===== src/rtl/lapd_rx_pkg.sv =====
package lapd_rx_pkg;
  localparam logic [7:0] ADDR_CMD  = 8'h3C;
  localparam logic [7:0] ADDR_RSP  = 8'h3E;
  localparam logic [7:0] TEI_OCT   = 8'h01;
  localparam logic [7:0] CTRL_OCT  = 8'h03;
  localparam logic [15:0] FCS_GOOD = 16'hF0B8;

  typedef struct packed {
    logic       ok;
    logic [1:0] code;
    logic       long_msg;
  } type_dec_t;

  function automatic type_dec_t decode_type(input logic [7:0] oct);
    type_dec_t d;
    d = '0;
    case (oct)
      8'h38: begin d.ok = 1'b1; d.code = 2'd0; end
      8'h34: begin d.ok = 1'b1; d.code = 2'd1; end
      8'h32: begin d.ok = 1'b1; d.code = 2'd2; end
      8'h3F: begin d.ok = 1'b1; d.code = 2'd3; d.long_msg = 1'b1; end
      default: d = '0;
    endcase
    return d;
  endfunction

  // reflected CRC-16, LSB-first octet
  function automatic logic [15:0] crc_octet(input logic [15:0] c, input logic [7:0] d);
    logic [15:0] r;
    r = c;
    for (int i = 0; i < 8; i++) begin
      if (r[0] ^ d[i]) r = (r >> 1) ^ 16'h8408;
      else             r = r >> 1;
    end
    return r;
  endfunction
endpackage


===== src/rtl/lapd_bit_deframer.sv =====
module lapd_bit_deframer (
  input  logic       clk_i,
  input  logic       rst_ni,
  input  logic       en_i,
  input  logic       bit_i,
  input  logic       bit_vld_i,
  output logic       byte_vld_o,
  output logic [7:0] byte_o,
  output logic       flag_o,
  output logic       aligned_o,
  output logic       abort_o
);
  logic [2:0] ones_q;
  logic [2:0] cnt_q;
  logic [6:0] sh_q;
  logic       take, is_flag, is_abort;

  always_comb begin
    is_flag  = bit_vld_i && !bit_i && (ones_q == 3'd6);
    is_abort = bit_vld_i && bit_i && (ones_q == 3'd6);
    // ones beyond the fifth are held back; a 0 after five ones is stuffing
    take     = bit_vld_i && (bit_i ? (ones_q < 3'd5) : (ones_q != 3'd6 && ones_q != 3'd5));
  end

  always_ff @(posedge clk_i or negedge rst_ni) begin
    if (!rst_ni) begin
      ones_q     <= '0;
      cnt_q      <= '0;
      sh_q       <= '0;
      byte_vld_o <= 1'b0;
      byte_o     <= '0;
      flag_o     <= 1'b0;
      aligned_o  <= 1'b0;
      abort_o    <= 1'b0;
    end else begin
      byte_vld_o <= 1'b0;
      flag_o     <= 1'b0;
      abort_o    <= 1'b0;
      if (!en_i) begin
        ones_q <= '0;
        cnt_q  <= '0;
      end else if (bit_vld_i) begin
        if (!bit_i)                 ones_q <= '0;
        else if (ones_q != 3'd7)    ones_q <= ones_q + 3'd1;
        if (is_abort) abort_o <= 1'b1;
        if (is_flag) begin
          flag_o    <= 1'b1;
          aligned_o <= (cnt_q == 3'd6);
          cnt_q     <= '0;
        end else if (take) begin
          sh_q  <= {bit_i, sh_q[6:1]};
          cnt_q <= cnt_q + 3'd1;
          if (cnt_q == 3'd7) begin
            byte_vld_o <= 1'b1;
            byte_o     <= {bit_i, sh_q};
          end
        end
      end
    end
  end

  AST_OFF_QUIET: assert property (@(posedge clk_i) disable iff (!rst_ni)
    !en_i |=> !(byte_vld_o || flag_o || abort_o));
  AST_FLAG_BYTE_EXCL: assert property (@(posedge clk_i) disable iff (!rst_ni)
    !(flag_o && byte_vld_o));
  AST_FLAG_ABORT_EXCL: assert property (@(posedge clk_i) disable iff (!rst_ni)
    !(flag_o && abort_o));
endmodule


===== src/rtl/lapd_frame_check.sv =====
module lapd_frame_check #(
  parameter int SHORT_LEN = 76,
  parameter int LONG_LEN  = 82,
  parameter int PAY_AW    = $clog2(LONG_LEN)
) (
  input  logic              clk_i,
  input  logic              rst_ni,
  input  logic              en_i,
  input  logic              byte_vld_i,
  input  logic [7:0]        byte_i,
  input  logic              flag_i,
  input  logic              aligned_i,
  input  logic              abort_i,
  output logic              start_o,
  output logic              eom_o,
  output logic              fcs_err_o,
  output logic [1:0]        type_o,
  output logic              cr_o,
  output logic              abort_o,
  output logic              pay_we_o,
  output logic [PAY_AW-1:0] pay_addr_o,
  output logic [7:0]        pay_data_o
);
  import lapd_rx_pkg::*;

  localparam int HDR_OCT = 3;
  localparam int FCS_OCT = 2;
  localparam int CNT_W   = $clog2(LONG_LEN + HDR_OCT + FCS_OCT + 1) + 1;
  localparam logic [CNT_W-1:0] CNT_MAX = '1;

  logic             in_frame_q, bad_q, cr_q;
  logic [CNT_W-1:0] cnt_q, len_q, len_cur;
  logic [15:0]      crc_q;
  logic [1:0]       type_q;
  type_dec_t        dec;
  logic             hdr_bad, bad_cur, pay_ok, frame_ok;

  always_comb begin
    dec     = decode_type(byte_i);
    hdr_bad = (cnt_q == CNT_W'(0) && byte_i != ADDR_CMD && byte_i != ADDR_RSP) ||
              (cnt_q == CNT_W'(1) && byte_i != TEI_OCT) ||
              (cnt_q == CNT_W'(2) && byte_i != CTRL_OCT) ||
              (cnt_q == CNT_W'(HDR_OCT) && !dec.ok);
    len_cur = len_q;
    if (cnt_q == CNT_W'(HDR_OCT))
      len_cur = !dec.ok ? '0 : (dec.long_msg ? CNT_W'(LONG_LEN) : CNT_W'(SHORT_LEN));
    bad_cur  = bad_q || hdr_bad;
    pay_ok   = (cnt_q >= CNT_W'(HDR_OCT)) && !bad_cur &&
               ((cnt_q - CNT_W'(HDR_OCT)) < len_cur);
    frame_ok = in_frame_q && (cnt_q != '0) && aligned_i && !bad_q && (len_q != '0) &&
               (cnt_q == len_q + CNT_W'(HDR_OCT + FCS_OCT));
  end

  always_ff @(posedge clk_i or negedge rst_ni) begin
    if (!rst_ni) begin
      in_frame_q <= 1'b0;
      bad_q      <= 1'b0;
      cr_q       <= 1'b0;
      cnt_q      <= '0;
      len_q      <= '0;
      crc_q      <= '1;
      type_q     <= '0;
      start_o    <= 1'b0;
      eom_o      <= 1'b0;
      fcs_err_o  <= 1'b0;
      type_o     <= '0;
      cr_o       <= 1'b0;
      abort_o    <= 1'b0;
      pay_we_o   <= 1'b0;
      pay_addr_o <= '0;
      pay_data_o <= '0;
    end else begin
      start_o  <= 1'b0;
      eom_o    <= 1'b0;
      abort_o  <= 1'b0;
      pay_we_o <= 1'b0;
      if (!en_i) begin
        in_frame_q <= 1'b0;
      end else if (flag_i) begin
        if (frame_ok) begin
          eom_o     <= 1'b1;
          fcs_err_o <= (crc_q != FCS_GOOD);
          type_o    <= type_q;
          cr_o      <= cr_q;
        end
        // every flag may open the next message
        in_frame_q <= 1'b1;
        cnt_q      <= '0;
        bad_q      <= 1'b0;
        len_q      <= '0;
        crc_q      <= '1;
      end else if (abort_i) begin
        if (in_frame_q && cnt_q != '0) abort_o <= 1'b1;
        in_frame_q <= 1'b0;
      end else if (byte_vld_i && in_frame_q) begin
        crc_q <= crc_octet(crc_q, byte_i);
        if (cnt_q != CNT_MAX) cnt_q <= cnt_q + CNT_W'(1);
        bad_q <= bad_cur;
        len_q <= len_cur;
        if (cnt_q == '0) begin
          start_o <= 1'b1;
          cr_q    <= byte_i[1];
        end
        if (cnt_q == CNT_W'(HDR_OCT)) type_q <= dec.code;
        if (pay_ok) begin
          pay_we_o   <= 1'b1;
          pay_addr_o <= PAY_AW'(cnt_q - CNT_W'(HDR_OCT));
          pay_data_o <= byte_i;
        end
      end
    end
  end

  AST_EOM_AT_FLAG: assert property (@(posedge clk_i) disable iff (!rst_ni)
    eom_o |-> $past(flag_i));
  AST_PAY_IN_RANGE: assert property (@(posedge clk_i) disable iff (!rst_ni)
    pay_we_o |-> (pay_addr_o < PAY_AW'(LONG_LEN)));
  AST_EOM_ABORT_EXCL: assert property (@(posedge clk_i) disable iff (!rst_ni)
    !(eom_o && abort_o));
  AST_NO_WRITE_OFF: assert property (@(posedge clk_i) disable iff (!rst_ni)
    !en_i |=> !pay_we_o);
endmodule


===== src/rtl/lapd_regs.sv =====
module lapd_regs (
  input  logic       clk_i,
  input  logic       rst_ni,
  input  logic       wr_i,
  input  logic       rd_i,
  input  logic       addr_i,
  input  logic [7:0] wdata_i,
  output logic [7:0] rdata_o,
  output logic       irq_o,
  output logic       en_o,
  input  logic       flag_i,
  input  logic       start_i,
  input  logic       eom_i,
  input  logic       fcs_err_i,
  input  logic [1:0] type_i,
  input  logic       cr_i,
  input  logic       abort_i
);
  logic       ie_q, is_q, flag_q, eom_q, fcs_q, cr_q, abort_q;
  logic [1:0] type_q;
  logic       rd_ctrl;
  logic       unused_wdata;

  assign unused_wdata = ^{wdata_i[7:3], wdata_i[0]};
  assign rd_ctrl = rd_i && !addr_i;
  assign irq_o   = is_q;
  assign rdata_o = addr_i ? {1'b0, abort_q, type_q, cr_q, fcs_q, eom_q, flag_q}
                          : {5'b0, en_o, ie_q, is_q};

  always_ff @(posedge clk_i or negedge rst_ni) begin
    if (!rst_ni) begin
      en_o    <= 1'b0;
      ie_q    <= 1'b0;
      is_q    <= 1'b0;
      flag_q  <= 1'b0;
      eom_q   <= 1'b0;
      fcs_q   <= 1'b0;
      cr_q    <= 1'b0;
      abort_q <= 1'b0;
      type_q  <= '0;
    end else begin
      if (wr_i && !addr_i) begin
        en_o <= wdata_i[2];
        ie_q <= wdata_i[1];
      end
      if (start_i) begin
        flag_q  <= 1'b0;
        eom_q   <= 1'b0;
        fcs_q   <= 1'b0;
        abort_q <= 1'b0;
      end
      if (flag_i)  flag_q  <= 1'b1;
      if (abort_i) abort_q <= 1'b1;
      if (eom_i) begin
        eom_q  <= 1'b1;
        fcs_q  <= fcs_err_i;
        type_q <= type_i;
        cr_q   <= cr_i;
      end
      if (eom_i && ie_q) is_q <= 1'b1;
      else if (rd_ctrl)  is_q <= 1'b0;
    end
  end

  AST_IRQ_NEEDS_IE: assert property (@(posedge clk_i) disable iff (!rst_ni)
    $rose(irq_o) |-> $past(ie_q));
  AST_IRQ_CLEARS: assert property (@(posedge clk_i) disable iff (!rst_ni)
    (rd_ctrl && !(eom_i && ie_q)) |=> !irq_o);
  AST_EOM_HAS_SOURCE: assert property (@(posedge clk_i) disable iff (!rst_ni)
    $rose(eom_q) |-> $past(eom_i));
endmodule


===== src/rtl/lapd_rx.sv =====
module lapd_rx #(
  parameter int SHORT_LEN = 76,
  parameter int LONG_LEN  = 82,
  parameter int PAY_AW    = $clog2(LONG_LEN)
) (
  input  logic              clk_i,
  input  logic              rst_ni,
  input  logic              dl_bit_i,
  input  logic              dl_vld_i,
  input  logic              reg_wr_i,
  input  logic              reg_rd_i,
  input  logic              reg_addr_i,
  input  logic [7:0]        reg_wdata_i,
  output logic [7:0]        reg_rdata_o,
  output logic              irq_o,
  output logic              pay_we_o,
  output logic [PAY_AW-1:0] pay_addr_o,
  output logic [7:0]        pay_data_o
);
  logic       en;
  logic       byte_vld, flag, aligned, abort_raw;
  logic [7:0] oct;
  logic       start, eom, fcs_err, cr, abort;
  logic [1:0] mtype;

  lapd_bit_deframer u_deframer (
    .clk_i      (clk_i),
    .rst_ni     (rst_ni),
    .en_i       (en),
    .bit_i      (dl_bit_i),
    .bit_vld_i  (dl_vld_i),
    .byte_vld_o (byte_vld),
    .byte_o     (oct),
    .flag_o     (flag),
    .aligned_o  (aligned),
    .abort_o    (abort_raw)
  );

  lapd_frame_check #(
    .SHORT_LEN (SHORT_LEN),
    .LONG_LEN  (LONG_LEN),
    .PAY_AW    (PAY_AW)
  ) u_check (
    .clk_i      (clk_i),
    .rst_ni     (rst_ni),
    .en_i       (en),
    .byte_vld_i (byte_vld),
    .byte_i     (oct),
    .flag_i     (flag),
    .aligned_i  (aligned),
    .abort_i    (abort_raw),
    .start_o    (start),
    .eom_o      (eom),
    .fcs_err_o  (fcs_err),
    .type_o     (mtype),
    .cr_o       (cr),
    .abort_o    (abort),
    .pay_we_o   (pay_we_o),
    .pay_addr_o (pay_addr_o),
    .pay_data_o (pay_data_o)
  );

  lapd_regs u_regs (
    .clk_i     (clk_i),
    .rst_ni    (rst_ni),
    .wr_i      (reg_wr_i),
    .rd_i      (reg_rd_i),
    .addr_i    (reg_addr_i),
    .wdata_i   (reg_wdata_i),
    .rdata_o   (reg_rdata_o),
    .irq_o     (irq_o),
    .en_o      (en),
    .flag_i    (flag),
    .start_i   (start),
    .eom_i     (eom),
    .fcs_err_i (fcs_err),
    .type_i    (mtype),
    .cr_i      (cr),
    .abort_i   (abort)
  );
endmodule


===== config.mk =====
export PLATFORM = sky130hd
export DESIGN_NAME = lapd_rx
export DESIGN_NICKNAME = d
export VERILOG_FILES = /design/src/rtl/lapd_rx_pkg.sv /design/src/rtl/lapd_bit_deframer.sv /design/src/rtl/lapd_frame_check.sv /design/src/rtl/lapd_regs.sv /design/src/rtl/lapd_rx.sv
export SDC_FILE = /design/constraint.sdc
export NUM_CORES = 1
export LEC_CHECK = 0
export ABC_AREA = 1
export BUFFER_PORTS_ARGS = -buffer_cell sky130_fd_sc_hd__buf_2
export CELL_PAD_IN_SITES_DETAIL_PLACEMENT = 1
export CELL_PAD_IN_SITES_GLOBAL_PLACEMENT = 1
export CORE_UTILIZATION = 46
export CTS_CLUSTER_DIAMETER = 150
export DETAILED_ROUTE_END_ITERATION = 10
export HOLD_SLACK_MARGIN = 0.08
export PLACE_DENSITY = 0.8
export SYNTH_ARGS = -nofsm -noshare
export SYNTH_HDL_FRONTEND = slang
export SYNTH_SLANG_ARGS = --single-unit
export TNS_END_PERCENT = 1

===== constraint.sdc =====
create_clock -name clk_i -period 3.1 [get_ports clk_i]
set_input_delay 0.155 -clock clk_i [delete_from_list [all_inputs] [get_ports clk_i]]
set_output_delay 0.155 -clock clk_i [all_outputs]
set_load 0.02 [all_outputs]

# --- After elaboration in Yosys (flattened, before gate mapping) ---
# Index checks and enable logic that the tools add are counted.
word_totals:
  regBits: 95
op_classes:
  n_addsub: 5
  n_lt_le_gt_ge: 3
  eq_ne: 25
  muxes: 102
  bitwise: 19
  reduce_logical: 51
ops:
  columns: ["operator", "count"]
  rows:
  - ["$mux 16", 39]
  - ["$mux 8", 9]
  - ["$mux 1", 43]
  - ["$eq 8x6->1 const B", 4]
  - ["$mux 3", 8]
  - ["$not 2->3", 8]
  - ["$logic_and 1x1->1", 22]
  - ["$reduce_and 5->1", 4]
  - ["$ne 3x3->1 const B", 6]
  - ["$eq 8x2->1 const B", 2]
  - ["$ne 16x16->1 const B", 1]
  - ["$ne 8x6->1 const B", 2]
  - ["$reduce_bool 8->1", 2]
  - ["$pmux 3 s4", 1]
  - ["$reduce_bool 2->1", 6]
  - ["$eq 3x3->1 const B", 3]
  - ["$reduce_and 3->1", 3]
  - ["$add 8x1->8 const B", 1]
  - ["$add 8x3->8 const B", 1]
  - ["$eq 8x1->1 const B", 1]
  - ["$eq 8x8->1", 1]
  - ["$ge 8x2->1 const B", 1]
  - ["$logic_not 8->1", 1]
  - ["$lt 8x8->1", 1]
  - ["16 further kinds", 35]

# --- Longest topological paths before layout ---
# Gate-level depths: netlist of the first run.
logic_depth:
  ltp_word: 47
  depth_mapped: 17
  ltp_nobuf: 15

# --- Hierarchy ---
# A second synthesis of the first run with hierarchy kept.
hier_totals:
  cells_unflattened: 667
  area_unflattened_um2: 5291.3
by_module_without_submodules:
  columns: ["mod", "instances", "cells_per_inst", "area_per_inst_um2", "seq_area_each_um2"]
  rows:
  - ["lapd_frame_check", 1, 478, 3612.2, 1521.5]
  - ["lapd_bit_deframer", 1, 130, 1224.9, 625.6]
  - ["lapd_regs", 1, 59, 454.2, 250.2]

# --- Worst setup path after synthesis of the first run ---
# OpenSTA, ideal clock, no wires.
synth_path:
  path_kind: "register to register"
  startpoint: "register u_check.cnt_q[1]"
  endpoint: "register u_check.pay_data_o[1]"
  setup_ns: 0.117
  t_arrival_ns: 2.206
  required_time_ns: 2.983
  slack_ns: 0.777
  path_stages_with_launch: 14
  synth_period_minus_slack_ns: 2.323
  path_cell_list: "dfrtp_1 > ha_1 > nand2_2 > nor2_8 > inv_1 > nand2_1 > ha_1 > a21oi_1 > o2111ai_4 > nor2_8 > nand2_4 > buf_6 > nand2_1 > nand2_1"
synth_via:
  elab_chain_len: 11
synth_lines:
  columns: ["item", "line", "source"]
  rows:
  - ["start, declared", "lapd_frame_check.sv:32", "logic [CNT_W-1:0] cnt_q, len_q, len_cur;"]
  - ["start signal, assigned", "lapd_frame_check.sv:97", "if (cnt_q != CNT_MAX) cnt_q <= cnt_q + CNT_W'(1);"]
  - ["parallel branches: the longest is 9 deep, another holds $sub 8x2->8", null, null]
  - ["$logic_and 1x1->1 (*)", "lapd_frame_check.sv:48", "pay_ok = (cnt_q >= CNT_W'(HDR_OCT)) && !bad_cur &&"]
  - ["$reduce_and 5->1 (no source line) (*)", null, null]
  - ["end signal, assigned", "lapd_frame_check.sv:108", "pay_data_o <= byte_i;"]
  - ["end, declared", "lapd_frame_check.sv:22", "output logic [7:0] pay_data_o"]
# Mark *: on every way between the ends.
# A chain may end at the register's enable or synchronous reset.

# --- Final worst setup path of the first run ---
layout_path:
  startpoint: "register u_deframer.byte_o[0]"
  endpoint: "register u_check.pay_addr_o[6]"
layout_via:
  elab_chain_len: 11
layout_lines:
  columns: ["item", "line", "source"]
  rows:
  - ["start, declared", "lapd_bit_deframer.sv:8", "output logic [7:0] byte_o,"]
  - ["start signal, assigned", "lapd_bit_deframer.sv:55", "byte_o <= {bit_i, sh_q};"]
  - ["parallel branches: the longest is 9 deep, another holds $lt 8x8->1", null, null]
  - ["$logic_and 1x1->1 (*)", "lapd_frame_check.sv:48", null]
  - ["$reduce_and 5->1 (no source line) (*)", null, null]
  - ["end signal, assigned", "lapd_frame_check.sv:107", "pay_addr_o <= PAY_AW'(cnt_q - CNT_W'(HDR_OCT));"]
  - ["end, declared", "lapd_frame_check.sv:21", "output logic [PAY_AW-1:0] pay_addr_o,"]
# Marked as above.

==> impl_metrics.env, run 1 <==
export IMPL_maxCapViolations=0
export IMPL_synth_compound_area_share_pct=9.62
export IMPL_synth_async_sr_flop_share_pct=100
export IMPL_status="finished, final reports clean"
export IMPL_route_vias_total=4368
export IMPL_fin_crit_sh_pct=90.0
export IMPL_fin_ws_ns=0.310
export IMPL_synth_area_mm2=0.00524
export IMPL_cts_root_buf="clkbuf_16"
export IMPL_cp_cell_sequence="nand4_1 > o21ai_0 > o21ai_0 > ha_1 > a21oi_1 > o2111ai_4 > nor2_8 > nand2_4 > nand2_1 > nand2_1"
export IMPL_setup_tns_ns=0
export IMPL_layout_common_cells="165 x nand2_1, 92 x inv_1, 79 x dfrtp_1, 49 x nand3_1"
export IMPL_power_leakage_nw=3.08
export IMPL_grt_util_met2_pct=46.2
export IMPL_layout_commonest_cell="nand2_1"
export IMPL_grt_max_degree=50
export IMPL_place_congestion=0.858
export IMPL_start_kind="flop"
export IMPL_ff2ff_path_depth=10
export IMPL_crit_buf_inv=0
export IMPL_seq_power_share_pct=50.7
export IMPL_hold_viol=0
export IMPL_worstPathArrival_ns=3.03
export IMPL_yosys_area_share_simple_pct=26.5
export IMPL_clkPwrFrac_pct=40.0
export IMPL_finalClockSkew_ns=0.00566
export IMPL_hold_depth=2
export IMPL_rsz0062_at_grt="false"
export IMPL_clk_latency_ns=0.35
export IMPL_hold_path_class="input port to flop"
export IMPL_cts_resized=0
export IMPL_ys_seq_area_share_pct=45.7
export IMPL_period_minus_slack_ns=2.79
export IMPL_grt_met3_usage_pct=4.66
export IMPL_cp_end_kind="flop"
export IMPL_cts_sinks=95
export IMPL_synth_avg_cell_area_um2=8.25
export IMPL_coreArea_mm2=0.0110
export IMPL_chipWidth_um=109
export IMPL_cts_tree="done"
export IMPL_antennaDiodeCount=0
export IMPL_drc=0
export IMPL_p_sw_share_pct=26.3
export IMPL_synth_top_cell_area_share_pct=37.7
export IMPL_die_area_mm2=0.0118
export IMPL_routedWlPerCell_um=17.1
export IMPL_rows=38
export IMPL_cellPowerDensity_mw_per_mm2=459
export IMPL_fmax_mhz=358
export IMPL_internal_power_mw=1.98
export IMPL_global_route_usage_met1_pct=31.6
export IMPL_synth_largest_area_cell="dfrtp_1"
export IMPL_r2r_slack_ns=0.31
export IMPL_crit_slowest_cell="dfrtp_1"
export IMPL_grt_busiest_layer="met2"
export IMPL_numCtsBuffers=9
export IMPL_worstReg2RegStart="u_deframer.byte_o[0]"
export IMPL_dpl_hpwl_mm=10.4
export IMPL_yosysWarnings=0
export IMPL_first_iter_violations=166
export IMPL_drive_above_1_share_pct=14.9
export IMPL_via_per_inst=5.33
export IMPL_worst_pin_slew_ns=0.785
export IMPL_drt_wl_total_mm=14.0
export IMPL_slew_headroom_pct=47.2
export IMPL_area_delta_synth_final_pct=12.1
export IMPL_setup_violations=0
export IMPL_p_comb_share_pct=9.2
export IMPL_grt_pass1_vias=4684
export IMPL_dr_pass1_iters=4
export IMPL_synth_mux_area_share_pct=0.215
export IMPL_ys_ff_latch=95
export IMPL_grt_first_pass_wirelength_mm=23.5
export IMPL_nNetsFinal=709
export IMPL_grt_usage_pct=26.3
export IMPL_io_buffer_count=32
export IMPL_synth_edf_count=0
export IMPL_synth_xor_area_share_pct=4.51
export IMPL_switchingPower_mw=0.709
export IMPL_path_max_fanout=16
export IMPL_synth_fa_ha_area_share_pct=4.78
export IMPL_cp_top_family="compound AO/OA/AOI/OAI gates"
export IMPL_crit_type="flop to flop"
export IMPL_reg2reg_to="u_check.pay_addr_o[6]"
export IMPL_worstHoldStart="dl_bit_i"
export IMPL_cts_path_max_buffers=2
export IMPL_cp_required_ns=3.34
export IMPL_overflow=0
export IMPL_antenna_found_initial=0
export IMPL_antenna_left=0
export IMPL_critPathMaxStageDelay_ns=0.53
export IMPL_ctsHtreeMaxLevel=3
export IMPL_synth_flop_cell="dfrtp_1"
export IMPL_synth_top_family_by_area="simple AND/OR/NAND/NOR gates"
export IMPL_start_util_pct=47.7
export IMPL_peakVddDrop_v=0.000421
export IMPL_place_ws_ns=0.369
export IMPL_ios=40
export IMPL_ys_types=46
export IMPL_synth_cells=635
export IMPL_clkTransAtPathRegs_ns=0.07
export IMPL_hold_path_end="u_deframer.flag_o"
export IMPL_netlist_top_cells_area="dfrtp_1 38%, nand2_1 12%, dfstp_2 8.0%"
export IMPL_die_h_um=109
export IMPL_synthesis_nets=670
export IMPL_finalMaxSlewViolations=0
[flip-flops by register name, summed over array words and instances (netlist names), 2 cells and up]
name and count:
u_check.type_q 2, u_deframer.byte_o 8, u_deframer.cnt_q 3, u_check.pay_addr_o 7, u_regs.type_q 2, u_check.type_o 2, u_deframer.sh_q 7, u_check.cnt_q 8
u_check.crc_q 16, u_check.pay_data_o 8, u_deframer.ones_q 3, u_check.len_q 8
[worst max-delay path by stage]
| stage | from | end | slack, ns | depth (start not counted) |
|---|---|---|---|---|
| 3_5_place_dp | u_deframer.byte_o[6] | u_check.pay_addr_o[6] | 0.37 | 12 |
| 2_1_floorplan | u_check.cnt_q[1] | u_check.pay_data_o[1] | 0.78 | 13 |
| 5_1_grt | u_deframer.byte_o[0] | u_check.pay_addr_o[5] | 0.11 | 10 |
| 3_3_place_gp | u_deframer.byte_o[6] | u_check.pay_data_o[4] | 0.45 | 12 |
| 4_1_cts | u_deframer.byte_o[0] | u_check.pay_addr_o[6] | 0.32 | 10 |
| 6_report | u_deframer.byte_o[0] | u_check.pay_addr_o[6] | 0.31 | 10 |
[kinds of logic after synthesis]
family / count (synthesis)
muxes: 1
xor gates and xnor gates: 27
other: 1
AOI/OAI and AO/OA: 84
adders and majority gates: 20
DFF: 95
and+or+nand+nor: 299
buffers and inverters: 108
[cell usage after synthesis (all sizes together), types with 2 or more instances]
| master | count |
|---|---|
| dfrtp | 79 |
| nor3 | 7 |
| nand4 | 8 |
| or2 | 2 |
| o21ai | 39 |
| o211ai | 2 |
| a21oi | 16 |
| xnor2 | 13 |
| nand3b | 2 |
| inv | 92 |
| ha | 20 |
| nor4 | 2 |
| nand2 | 178 |
| nand3 | 51 |
| dfstp | 16 |
| o31ai | 2 |
| a32oi | 4 |
| buf | 10 |
| nor2 | 46 |
| o22ai | 15 |
| clkbuf | 6 |
| xor2 | 14 |
[worst register-to-register path, cell delays in order, from the launching register on]
cell and delay [ns]:
dfrtp_1 0.53, nand4_1 0.26, o21ai_0 0.42, o21ai_0 0.21
ha_1 0.25, a21oi_1 0.23, o2111ai_4 0.17, nor2_8 0.28
nand2_4 0.18, nand2_1 0.11, nand2_1 0.05
[routing by layer]
| layer | vias to the layer above | part of all wire, % |
|---|---|---|
| li1 | 2103 | - |
| met1 | 2189 | 43 |
| met2 | 48 | 52 |
| met3 | 28 | 2.3 |
| met4 | 0 | 2.9 |
| met5 | - | 0 |
[metrics by stage]
step	std cells	utilization (%)	hold WS [ns]	total power [mW]	cell area (µm²)
detailed placement	799	50.5	0.209	1.63	5550
finish	819	53.5	0.0995	2.69	5870
global route	819	53.5	0.107	2.80	5870
global placement	799	50.5	0.206	1.60	5550
floorplan	635	-	-0.141	1.53	5240
CTS	819	53.5	0.0914	2.71	5870
[layout make-up]
type | count | area (µm²)
Fill cell | 1354 | 5110
Sequential cell | 95 | 2400
Multi-Input combinational cell | 432 | 2390
Inverter | 92 | 345
Timing Repair Buffer | 44 | 275
Clock buffer | 12 | 256
Tap cell | 140 | 175
Clock inverter | 4 | 30.0
[power groups by stage]
stage / clock network (mW) / registers, mW / logic [mW]
2_1_floorplan: 0 / 1.37 / 0.155
3_3_place_gp: 0 / 1.38 / 0.221
3_5_place_dp: 0 / 1.39 / 0.243
4_1_cts: 1.09 / 1.37 / 0.253
5_1_grt: 1.14 / 1.37 / 0.286
6_report: 1.08 / 1.37 / 0.249
[repair_timing]
item,4_1_cts,5_1_grt
endpoints found under the setup margin,0,0
hold buffers,4,0
endpoints found under the hold margin,33,0
setup buffers,0,0
No activity file was read; power rests on OpenSTA's default activity.
==> run 2, diff against run 1 <==
CORE_UTILIZATION = 35   (was 46)
PLACE_DENSITY = 0.63   (was 0.8)
==> impl_metrics.env, run 2 (synthesis gave the netlist of run 1 again) <==
export IMPL_status="finished, final reports clean"
export IMPL_cp_required_ns=3.34
export IMPL_hold_path_class="input port to flop"
export IMPL_met1_length_mm=6.53
export IMPL_critPathMaxStageDelay_ns=0.45
export IMPL_die_area_mm2=0.0155
export IMPL_cts_setup_buffers=0
export IMPL_numCtsBuffers=9
export IMPL_finalClockSkew_ns=0.0150
export IMPL_antennaDiodeCount=0
export IMPL_top_layer="met4"
export IMPL_cts_tree="done"
export IMPL_fin_crit_sh_pct=88.5
export IMPL_worstPathArrival_ns=2.99
export IMPL_peakVddDrop_v=0.000265
export IMPL_rsz0062_at_grt="false"
export IMPL_grt_pass1_vias=4597
export IMPL_route_vias_total=4328
export IMPL_layout_common_cells="165 x nand2_1, 92 x inv_1, 79 x dfrtp_1, 49 x nand3_1"
export IMPL_worst_pin_slew_ns=0.809
export IMPL_drive_above_1_share_pct=15.1
export IMPL_hold_viol=0
export IMPL_finalNonFillerCells=865
export IMPL_ctsHtreeMaxLevel=3
export IMPL_largest_reg_flops=16
export IMPL_rows=44
export IMPL_cellPowerDensity_mw_per_mm2=462
export IMPL_start_util_pct=35.9
export IMPL_area_delta_synth_final_pct=13.5
export IMPL_drc=0
export IMPL_die_h_um=124
export IMPL_finalMaxSlewViolations=0
export IMPL_slew_headroom_pct=46.1
export IMPL_wl_met3_um=280
export IMPL_cts_root_buf="clkbuf_16"
export IMPL_fmax_mhz=364
export IMPL_crit_type="flop to flop"
export IMPL_grt_usage_pct=18.9
export IMPL_hold_ws_ns=0.115
export IMPL_routedWlPerCell_um=15.9
export IMPL_coreArea_mm2=0.0146
export IMPL_clkTransAtPathRegs_ns=0.08
export IMPL_r2r_slack_ns=0.36
export IMPL_setup_violations=0
export IMPL_overflow=0
export IMPL_place_congestion=0.805
export IMPL_dr_pass1_iters=4
export IMPL_cp_top_family="simple AND/OR/NAND/NOR gates"
export IMPL_first_iter_violations=105
export IMPL_crit_buf_inv=0
export IMPL_dp_cells=844
export IMPL_maxCapViolations=0
export IMPL_path_max_fanout=16
export IMPL_cp_cell_sequence="ha_1 > nand2_2 > nor2_8 > o21ai_0 > o21ai_0 > ha_1 > a21oi_1 > o2111ai_4 > nor2_8 > nand2_4 > nand2_1 > nand2_1"
export IMPL_setup_tns_ns=0
export IMPL_ios=40
export IMPL_via_per_inst=5.00
export IMPL_io_buffer_count=32
export IMPL_antenna_found_initial=0
export IMPL_dpl_hpwl_mm=10.2
export IMPL_crit_slowest_cell="dfrtp_1"
export IMPL_top_register="u_check.crc_q"
export IMPL_clk_latency_ns=0.36
export IMPL_grt_max_degree=59
export IMPL_chipWidth_um=124
export IMPL_layout_commonest_cell="nand2_1"
export IMPL_grt_first_pass_wirelength_mm=23.1
export IMPL_power_leakage_nw=3.10
export IMPL_nNetsFinal=711
export IMPL_dr_wl_met2_mm=6.62
export IMPL_cp_end_kind="flop"
export IMPL_start_kind="flop"
export IMPL_cts_sinks=95
export IMPL_cts_path_max_buffers=2
export IMPL_drt_wl_total_mm=13.7
export IMPL_antenna_left=0
export IMPL_period_minus_slack_ns=2.74
export IMPL_utilization_pct=40.8
[run 2: cell count changes in the layout (fill, tap and decap cells not counted), sizes merged]
cell         delta
clkinv          +3
clkbuf          -2
clkinvlp        -2
buf             +1
bufinv          +1
dlygate4sd3     +1
[run 2: layout make-up]
class | instances | area, µm²
Fill cell | 1770 | 8640
Sequential cell | 95 | 2400
Multi-Input combinational cell | 432 | 2390
Inverter | 92 | 345
Timing Repair Buffer | 46 | 280
Clock buffer | 10 | 239
Tap cell | 184 | 230
Clock inverter | 6 | 60.1
[run 2: repair_timing]
| action | CTS | global route |
|---|---|---|
| hold endpoints to repair | 55 | 0 |
| hold buffers | 5 | 0 |
| resized for setup | 0 | 0 |
[run 2: power by group]
group	switching, mW	internal [mW]	leakage [nW]
Clock	0.502	0.643	0.144
Combinational	0.154	0.0824	1.71
Sequential	0.0505	1.31	1.24
[run 2: metal layers]
metal  GRT usage [%]  vias up
li1                -     2111
met1            24.1     2145
met2            32.0       50
met3            2.49       22
met4            7.94        0
met5               0        -
[run 2: worst register-to-register path: stages (launching register included)]
cell	delay (ns)
dfrtp_1	0.45
ha_1	0.30
nand2_2	0.16
nor2_8	0.08
o21ai_0	0.13
o21ai_0	0.23
ha_1	0.25
a21oi_1	0.23
o2111ai_4	0.17
nor2_8	0.29
nand2_4	0.19
nand2_1	0.11
nand2_1	0.06
[run 2: metrics by stage]
| stage | cell area (µm²) | setup slack [ns] | total power [mW] |
|---|---|---|---|
| floorplan | 5240 | 0.777 | 1.53 |
| global placement | 5600 | 0.456 | 1.61 |
| detailed placement | 5600 | 0.382 | 1.62 |
| CTS | 5950 | 0.355 | 2.78 |
| global route | 5950 | 0.129 | 2.87 |
| finish | 5950 | 0.356 | 2.74 |
[run 2: final timing paths]
check,cells after the start,start,to
max,12,u_check.cnt_q[0],u_check.pay_data_o[4]
min reg2reg,1,u_check.abort_o,u_regs.abort_q
min,3,dl_vld_i,u_deframer.abort_o
min in group asynchronous,2,rst_ni,u_check.cnt_q[2]
max in group asynchronous,3,rst_ni,u_check.crc_q[9]
max reg2reg,12,u_check.cnt_q[0],u_check.pay_data_o[4]
==> run 3, diff against run 2 <==
ABC_AREA = unset   (was 1)
PLACE_DENSITY = 0.6   (was 0.63)
SLEW_MARGIN = 10   (was unset)
==> impl_metrics.env, run 3 <==
export IMPL_yosysWarnings=0
export IMPL_nNetsFinal=570
export IMPL_grt_max_degree=53
export IMPL_chipWidth_um=124
export IMPL_slew_headroom_pct=50.1
export IMPL_p_comb_share_pct=7.1
export IMPL_area_delta_synth_final_pct=18.9
export IMPL_netlist_top_cells_area="dfrtp_1 38%, dfstp_2 8.1%, mux2_2 7.6%"
export IMPL_internal_power_mw=2.01
export IMPL_cp_top_family="simple AND/OR/NAND/NOR gates"
export IMPL_fin_ws_ns=-0.214
export IMPL_crit_buf_inv=3
export IMPL_power_mw=2.63
export IMPL_critPathMaxStageDelay_ns=0.57
export IMPL_period_minus_slack_ns=3.31
export IMPL_route_vias_total=3826
export IMPL_top_register="u_check.crc_q"
export IMPL_fmax_mhz=302
export IMPL_layout_commonest_cell="dfrtp_1"
export IMPL_cts_root_buf="clkbuf_16"
export IMPL_hold_ws_ns=0.108
export IMPL_ys_types=65
export IMPL_numCtsBuffers=9
export IMPL_synth_edf_count=0
export IMPL_grt_usage_pct=18.9
export IMPL_ys_ff_latch=95
export IMPL_place_congestion=0.790
export IMPL_worstPathArrival_ns=3.55
export IMPL_switchingPower_mw=0.616
export IMPL_setup_tns_ns=-2.95
export IMPL_seq_power_share_pct=51.3
export IMPL_crit_type="flop to flop"
export IMPL_power_leakage_nw=2.97
export IMPL_synth_area_mm2=0.00518
export IMPL_synth_largest_area_cell="dfrtp_1"
export IMPL_cts_sinks=95
export IMPL_clkTransAtPathRegs_ns=0.06
export IMPL_io_buffer_count=32
export IMPL_synth_async_sr_flop_share_pct=100
export IMPL_finalClockSkew_ns=0.0103
export IMPL_coreArea_mm2=0.0145
export IMPL_maxCapViolations=0
export IMPL_rsz0062_at_grt="true"
export IMPL_start_kind="flop"
export IMPL_status="finished with violations"
export IMPL_cts_tree="done"
export IMPL_first_iter_violations=117
export IMPL_hold_path_class="input port to flop"
export IMPL_ios=40
export IMPL_die_h_um=124
export IMPL_crit_slowest_cell="or4_4"
export IMPL_dpl_hpwl_mm=9.72
export IMPL_path_max_fanout=8
export IMPL_cellPowerDensity_mw_per_mm2=427
export IMPL_drt_wl_total_mm=13.3
export IMPL_setup_violations=15
export IMPL_synth_cells=472
export IMPL_yosysMostFrequentCell="dfrtp_1"
export IMPL_grt_pass1_vias=4089
export IMPL_antenna_found_initial=0
export IMPL_routedWlPerCell_um=18.4
export IMPL_synth_top_cell_area_share_pct=38.2
export IMPL_place_ws_ns=-0.370
export IMPL_worst_pin_slew_ns=0.730
export IMPL_antennaDiodeCount=0
export IMPL_cp_cell_sequence="or4_4 > buf_6 > nor4b_4 > buf_4 > o31ai_4 > o21ai_1 > ha_1 > a211oi_2 > nand3_1 > o21ai_2 > nand4_4 > buf_12 > mux2_4"
export IMPL_p_sw_share_pct=23.4
export IMPL_ys_seq_area_share_pct=46.3
export IMPL_ctsHtreeMaxLevel=3
export IMPL_synth_flop_cell="dfrtp_1"
export IMPL_dr_pass1_iters=6
export IMPL_grt_first_pass_wirelength_mm=21.7
export IMPL_synth_avg_cell_area_um2=11.0
export IMPL_drive_above_1_share_pct=31.0
export IMPL_hold_viol=0
export IMPL_clkPwrFrac_pct=41.7
export IMPL_synthesis_nets=507
export IMPL_synthTopCellsByCount="79 x dfrtp_1, 35 x mux2_2, 28 x nor2_1"
export IMPL_layout_common_cells="79 x dfrtp_1, 40 x buf_4, 35 x mux2_2, 31 x buf_2, 28 x nor2_1"
export IMPL_rows=44
export IMPL_fin_crit_sh_pct=107
export IMPL_cp_end_kind="flop"
export IMPL_drc=0
export IMPL_cp_required_ns=3.33
export IMPL_peakVddDrop_v=0.000223
export IMPL_finalMaxSlewViolations=0
export IMPL_via_per_inst=5.29
export IMPL_violations="setup timing"
export IMPL_largest_reg_flops=16
export IMPL_die_area_mm2=0.0153
export IMPL_antenna_left=0
export IMPL_clk_latency_ns=0.35
export IMPL_overflow=0
export IMPL_cts_path_max_buffers=2
export IMPL_start_util_pct=35.8
==> run 3: cell count changes in the layout (fill, tap and decap cells not counted), moves of 12 or more <==
cell,previous run,this run
and2_1,0,12
nand3_1,49,11
o22ai_1,15,2
o21ai_0,37,14
mux2_2,1,35
inv_1,92,18
nand2_1,165,25
buf_4,10,40
==> run 3: cell families after synthesis <==
family,count (synthesis),share of synthesized area (%)
flops,95,46.3
xor+xnor,45,7.61
compound gates,83,11.1
mux,45,10.4
simple gates,140,15.7
fa+ha+maj,20,4.83
buf+inv,43,3.99
other cells,1,0.0724
==> run 3: final timing paths <==
path	slack (ns)	depth (start not counted)	from	end
worst max-delay path	-0.21	13	u_check.cnt_q[5]	u_check.pay_data_o[3]
worst min-delay path	0.11	3	reg_rd_i	u_regs.irq_o
worst max register to register	-0.21	13	u_check.cnt_q[5]	u_check.pay_data_o[3]
worst min register to register	0.44	1	u_check.abort_o	u_regs.abort_q
max in group asynchronous	1.88	3	rst_ni	u_check.crc_q[11]
min in group asynchronous	0.39	2	rst_ni	u_regs.ie_q
==> run 3: power by group through the flow <==
stage | Clock (mW) | Combinational, mW | Sequential (mW)
floorplan | 0 | 0.120 | 1.35
global placement | 0 | 0.182 | 1.37
detailed placement | 0 | 0.186 | 1.37
CTS | 1.13 | 0.191 | 1.35
global route | 1.16 | 0.210 | 1.36
finish | 1.10 | 0.186 | 1.35
==> run 3: what timing repair did <==
action	in CTS	in global routing
pin swaps	1	8
resized for setup	5	8
setup buffers	1	3
gates cloned	0	1
hold endpoints to repair	41	0
setup endpoints to repair	16	16
hold buffers	3	0
==> run 3: tightest hold or removal path, cell delays in order <==
cell	delay (ns)
buf_2	0.09
nand2b_1	0.06
a22o_1	0.12
==> run 3: layout make-up <==
type	count	area (µm²)
sequential	95	2400
clock buffer	12	236
tap	184	230
fill	1617	8320
inverter	18	67.6
multi-input combinational	334	2640
clock inverter	3	45.0
timing repair buffer	77	542
==> run 3: routing by layer <==
| layer | track usage, % | up-vias | part of all wire (%) |
|---|---|---|---|
| li1 | - | 1803 | - |
| met1 | 23.6 | 1960 | 45 |
| met2 | 32.1 | 37 | 51 |
| met3 | 2.93 | 26 | 1.9 |
| met4 | 8.51 | 0 | 2.4 |
| met5 | 0 | - | 0 |
==> run 3: metrics by stage <==
stage / cell area, µm² / utilization [%] / cells
6_report: 6160 / 42.5 / 723
5_1_grt: 6160 / 42.5 / 723
4_1_cts: 6060 / 41.9 / 719
3_5_place_dp: 5730 / 39.6 / 700
3_3_place_gp: 5730 / 39.6 / 700
2_1_floorplan: 5180 / - / 472
